### config.mk
export PLATFORM = sky130hd
export DESIGN_NAME = eprc_ctrl
export DESIGN_NICKNAME = d
export VERILOG_FILES = /design/src/rtl/eprc_pkg.sv /design/src/rtl/eprc_decode.sv /design/src/rtl/eprc_down_timer.sv /design/src/rtl/eprc_ctrl.sv
export SDC_FILE = /design/constraint.sdc
export NUM_CORES = 1
export LEC_CHECK = 0
export CAP_MARGIN = 40
export CORE_MARGIN = 2
export CORE_UTILIZATION = 33
export DETAILED_ROUTE_END_ITERATION = 8
export GPL_TIMING_DRIVEN = 1
export PLACE_DENSITY = 0.76
export SYNTH_ARGS = -nofsm -noshare
export SYNTH_HDL_FRONTEND = slang
export SYNTH_SLANG_ARGS = --single-unit
### constraint.sdc
create_clock -name clk -period 2.25 [get_ports clk]
set_input_delay 0.5625 -clock clk [delete_from_list [all_inputs] [get_ports clk]]
set_output_delay 0.5625 -clock clk [all_outputs]
set_load 0.02 [all_outputs]
### src/rtl/eprc_pkg.sv
package eprc_pkg;

  typedef enum logic [1:0] {
    ST_IDLE,
    ST_SETUP,
    ST_STROBE,
    ST_RESP
  } eprc_state_e;

  // whole clock cycles needed to cover a delay
  function automatic int cyc_ceil(input int t_ps, input int clk_ps);
    return (t_ps + clk_ps - 1) / clk_ps;
  endfunction

endpackage

### src/rtl/eprc_decode.sv
module eprc_decode #(
  parameter int DEV_CNT = 4,
  parameter int DEV_W   = 2
) (
  input  logic               en,
  input  logic [DEV_W-1:0]   sel,
  output logic [DEV_CNT-1:0] ce_n
);
  for (genvar i = 0; i < DEV_CNT; i++) begin : g_dev
    assign ce_n[i] = ~(en && (sel == DEV_W'(i)));
  end
endmodule

### src/rtl/eprc_down_timer.sv
module eprc_down_timer #(
  parameter int W = 8
) (
  input  logic         clk,
  input  logic         rst_n,
  input  logic         load,
  input  logic [W-1:0] load_val,
  output logic [W-1:0] count
);
  always_ff @(posedge clk) begin
    if (!rst_n)              count <= '0;
    else if (load)           count <= load_val;
    else if (count != '0)    count <= count - 1'b1;
  end
endmodule

### src/rtl/eprc_ctrl.sv
module eprc_ctrl
  import eprc_pkg::*;
#(
  parameter int DEV_CNT  = 4,
  parameter int WORD_AW  = 18,
  parameter int DW       = 16,
  parameter int CLK_PS   = 10000,
  parameter int T_ACC_PS = 45000,
  parameter int T_OE_PS  = 25000,
  parameter int T_DF_PS  = 30000
) (
  input  logic                                clk,
  input  logic                                rst_n,
  input  logic                                req_valid,
  output logic                                req_ready,
  input  logic [WORD_AW+((DEV_CNT>1)?$clog2(DEV_CNT):1)-1:0] req_addr,
  output logic                                rsp_valid,
  input  logic                                rsp_ready,
  output logic [DW-1:0]                       rsp_data,
  output logic [WORD_AW-1:0]                  mem_addr,
  output logic [DEV_CNT-1:0]                  mem_ce_n,
  output logic                                mem_oe_n,
  input  logic [DW-1:0]                       mem_data
);
  localparam int DEV_W   = (DEV_CNT > 1) ? $clog2(DEV_CNT) : 1;
  localparam int ADDR_W  = WORD_AW + DEV_W;
  localparam int ACC_CYC = cyc_ceil(T_ACC_PS, CLK_PS);
  localparam int OE_RAW  = cyc_ceil(T_OE_PS, CLK_PS);
  localparam int OE_CYC  = (OE_RAW < 1) ? 1 : OE_RAW;
  localparam int DF_CYC  = cyc_ceil(T_DF_PS, CLK_PS);
  localparam int LEAD    = (ACC_CYC > OE_CYC) ? ACC_CYC - OE_CYC : 0;
  localparam int CNT_MAX = (ACC_CYC > DF_CYC) ? ACC_CYC : DF_CYC;
  localparam int CNT_W   = $clog2(CNT_MAX + 2);

  eprc_state_e        state;
  logic [WORD_AW-1:0] addr_q;
  logic [DEV_W-1:0]   dev_q;
  logic               sel_v;
  logic               same_q;
  logic               oe_n_q;
  logic [DW-1:0]      data_q;

  logic [CNT_W-1:0]   ph_cnt, df_cnt, ph_val;
  logic               ph_load, go_oe, take_req, sample;
  logic [DEV_W-1:0]   dev_new;

  assign dev_new  = req_addr[ADDR_W-1 -: DEV_W];
  assign take_req = (state == ST_IDLE) && req_valid;
  assign go_oe    = (state == ST_SETUP) && (ph_cnt == '0) && (same_q || df_cnt == '0);
  assign sample   = (state == ST_STROBE) && (ph_cnt == CNT_W'(1));
  assign ph_load  = take_req || go_oe;
  assign ph_val   = take_req ? CNT_W'(LEAD) : CNT_W'(OE_CYC);

  // phase timer: lead-in before strobe, then strobe length
  eprc_down_timer #(.W(CNT_W)) u_phase (
    .clk(clk), .rst_n(rst_n), .load(ph_load), .load_val(ph_val), .count(ph_cnt)
  );

  // float timer: started when output enable is released
  eprc_down_timer #(.W(CNT_W)) u_float (
    .clk(clk), .rst_n(rst_n), .load(sample), .load_val(CNT_W'(DF_CYC)), .count(df_cnt)
  );

  eprc_decode #(.DEV_CNT(DEV_CNT), .DEV_W(DEV_W)) u_decode (
    .en(sel_v), .sel(dev_q), .ce_n(mem_ce_n)
  );

  always_ff @(posedge clk) begin
    if (!rst_n) begin
      state  <= ST_IDLE;
      addr_q <= '0;
      dev_q  <= '0;
      sel_v  <= 1'b0;
      same_q <= 1'b0;
      oe_n_q <= 1'b1;
      data_q <= '0;
    end else begin
      case (state)
        ST_IDLE: if (req_valid) begin
          same_q <= sel_v && (dev_q == dev_new);
          dev_q  <= dev_new;
          sel_v  <= 1'b1;
          addr_q <= req_addr[WORD_AW-1:0];
          state  <= ST_SETUP;
        end
        ST_SETUP: if (go_oe) begin
          oe_n_q <= 1'b0;
          state  <= ST_STROBE;
        end
        ST_STROBE: if (sample) begin
          data_q <= mem_data;
          oe_n_q <= 1'b1;
          state  <= ST_RESP;
        end
        ST_RESP: if (rsp_ready) state <= ST_IDLE;
        default: state <= ST_IDLE;
      endcase
    end
  end

  assign req_ready = (state == ST_IDLE);
  assign rsp_valid = (state == ST_RESP);
  assign rsp_data  = data_q;
  assign mem_addr  = addr_q;
  assign mem_oe_n  = oe_n_q;

endmodule

==> reports/qor.txt <==
===============================================================================================
Vertical extent of the die                                                              80.7 µm
Setup-failing EPs final                                                                       0
Number of nets at the end of the flow                                                       361
Transition time of the tightest slew-check pin                                         0.394 ns
Global-route wire length before repair                                                  6.93 mm
Worst vdd rail ir drop                                                                 0.482 mV
Starting utilization of the core area                                                     0.346
Most used DFF post-synth                                                                dfxtp_1
Fin crit period                                                                         2.06 ns
Horizontal die dimension                                                                80.7 µm
Routed via count divided by cell count                                                     4.55
Power, Total                                                                          0.00277 W
Remaining antenna violation count after routing                                               0
Overall routing resource usage                                                            0.138
DP Cell Count                                                                               376
Share of post-route cells with drive strength above 1                                    0.0641
Post-Synth Adder-Cell Area                                                               0.0644
TritonCTS clock tree                                                                      built
Fmax                                                                                    485 MHz
Buffer count from post-CTS setup fixing                                                       0
TritonRoute pass-1 iters                                                                      4
Hold worst-path end                                                                 mem_addr[9]
Syn. warnings                                                                                 0
Total Wirelength                                                                        4.45 mm
Largest family of logic cells by synthesized area                                  simple AND/OR/NAND/NOR gates
Setup clock skew after layout                                                        0.00949 ns
Leakage power of the design                                                             1.07 nW
Simple-gate share of the synthesized area                                                 0.213
Post-route cell area                                                                0.00289 mm²
Critical Path Source Type                                                             flip-flop
Area growth syn-to-layout                                                                 49.0%
Clock input transition at the sequential cells of the worst setup and hold paths        0.09 ns
Final weighted congestion in routability-driven placement                                 0.719
Async set-or-reset flop fraction in the synthesized netlist                                   0
Sequential share of the synthesized area                                                  0.485
Netlist cell types                                                                           36
CTS H-tree lvls                                                                               2
Power Density                                                                        958 mW/mm²
HPWL after detailed placement                                                           3.17 mm
Register-to-register setup slack                                                        0.69 ns
Slew Viols, Final                                                                             0
Source-to-sink clock delay at the later pin of the worst-skew pair                      0.29 ns
Number of cell rows                                                                          27
Overall die area                                                                    0.00651 mm²
Crit path capture type                                                               output pin
Largest net degree at the start of global routing                                            44
Outcome                                                                            complete, no violations
Fin Setup TNS                                                                              0 ns
CTS Hold Bufs                                                                                 0
Number of global-route vias before repair                                                  1624
Flop and latch count out of synthesis                                                        47
Worst Hold Path Cells                                                                         2
Routed vias                                                                                1749
Post-DR wirelength/cell                                                                 11.6 µm
Port Buffer Count                                                                            80
Syn_nets                                                                                    282
Kind of path behind the tightest hold check                                        flip-flop to flip-flop
Worst slew margin relative to its limit                                                   0.737
Proportion of synthesized area in mux cells                                              0.0271
Area share of xor/xnor cells in the synthesized design                                   0.0180
Clock buffers created by TritonCTS                                                            5
FF-to-FF End                                                                           state[1]
Data required time at the worst endpoint                                                1.69 ns
Average cell area after synthesis                                                      8.37 µm²
Synthesized area                                                                    0.00194 mm²
Worst-path maximum fanout                                                                     6
Clock sink total                                                                             47
Standard cell core area                                                             0.00561 mm²
Count of flip-flops with a built-in enable after synthesis                                    0
DRC errors left                                                                               0
Post-route fraction of the period consumed by the critical path                           0.916
Fraction of the mapped netlist area in compound gates                                     0.140
Finished Layout Cells                                                                       384
Number of antenna diodes                                                                      0
Category of the critical setup timing path                                         flip-flop to output pin
Filler cell count in the final layout                                                       559
Hold Crit Start                                                                     mem_addr[9]
Boundary pin count                                                                           81
RSZ-0062 raised after global routing                                                      false
Worst R2R Start                                                                    u_phase.count[0]
Global-route congestion overflow total                                                        0
Clock Root Buffer                                                                      clkbuf_8
Total of max-cap violations                                                                   0
Synthesized instance count                                                                  232
Count of final hold-check violations                                                          0
Worst hold slack                                                                       0.454 ns
Max clock buf depth                                                                           2
Area after detailed placement                                                       0.00281 mm²
Path depth of the worst reg2reg path                                                          6
Data arrival time of the worst path                                                     1.50 ns
1st-iter DRT viols                                                                           30
Antenna violations before repair                                                              0
===============================================================================================
metrics by stage:
stage,setup WS [ns],utilization
after global routing,0.114,0.516
after detailed placement,0.306,0.501
after floorplan,0.798,-
after global placement,0.314,0.501
final,0.190,0.516
after CTS,0.0537,0.515
power breakdown:
group	internal [W]	switching, W	leakage [nW]
sequential	0.000987	0.0000962	0.384
clock	0.000218	0.000258	0.0422
combinational	0.000572	0.000641	0.641
worst max-delay path by stage:
stage             start  slack, ns     endpoint
3_3_place_gp      sel_v       0.31  mem_ce_n[0]
4_1_cts        state[0]       0.05    req_ready
6_report          sel_v       0.19  mem_ce_n[0]
3_5_place_dp      sel_v       0.31  mem_ce_n[0]
2_1_floorplan     sel_v       0.80  mem_ce_n[0]
5_1_grt           sel_v       0.11  mem_ce_n[0]
flip-flops by register name (all words and copies together) (netlist names):
signal / cells
mem_addr: 18
rsp_data: 16
u_float.count: 3
u_phase.count: 3
dev_q: 2
state: 2
mem_oe_n: 1
same_q: 1
sel_v: 1
worst max-delay path, stage by stage (launching register included):
cell	delay, ns
dfxtp_1	0.42
or3b_2	0.46
dlygate4sd2_1	0.33
routing by layer:
metal	vias to the layer above	share of wire	track usage
li1	912	-	-
met1	778	0.40	0.137
met2	57	0.50	0.257
met3	2	0.097	0.0652
met4	0	0.0036	0.0356
met5	-	0	0
layout make-up:
| type | instances | area [µm²] | area share |
|---|---|---|---|
| repair buffers | 84 | 845 | 0.292 |
| clock inverters | 1 | 5.00 | 0.00173 |
| clock buffers | 7 | 76.3 | 0.0264 |
| flip-flops and latches | 47 | 941 | 0.325 |
| well taps | 72 | 90.1 | 0.0311 |
| inverters | 10 | 37.5 | 0.0130 |
| multi-input cells | 163 | 898 | 0.311 |
Yosys cell counts, drive strengths merged (2+ instances only):
library cell	instances	share of area
nand3	2	0.0077
nand3b	2	0.0077
mux2i	3	0.015
clkbuf	4	0.0077
ha	10	0.064
buf	8	0.026
o21ai	3	0.0077
nand2	79	0.15
dfxtp	47	0.48
mux2	2	0.012
inv	10	0.019
a21oi	39	0.10
xnor2	3	0.014
nor2	4	0.0090
kinds of logic (layout without fill, tap and decap cells):
logic type | after synthesis | after routing
AND/OR/NAND/NOR | 96 | 96
AO/OA/AOI/OAI | 48 | 48
flip-flops | 47 | 47
buffers and inverters | 22 | 102
adder cells (fa/ha/maj) | 10 | 10
multiplexers | 5 | 5
XOR/XNOR | 4 | 4
layout by cell type (no fill, tap or decap), types with 2 or more instances in the layout:
cell and instances:
nand2_1 79, clkdlybuf4s50_1 78, dfxtp_1 47, a21oi_1 39
ha_1 10, inv_1 9, clkbuf_8 5, nor2_1 3
mux2i_1 3, xnor2_1 3, buf_4 3, nand3b_1 2
mux2_2 2, o21ai_0 2, clkbuf_1 2
what timing repair did:
action / CTS / global route
hold endpoints to repair: 0 / 0
resized for setup: 1 / 1
pin swaps: 0 / 0
cloned: 0 / 0
endpoints found under the setup margin: 1 / 1
No activity file was read; power rests on OpenSTA's default activity.
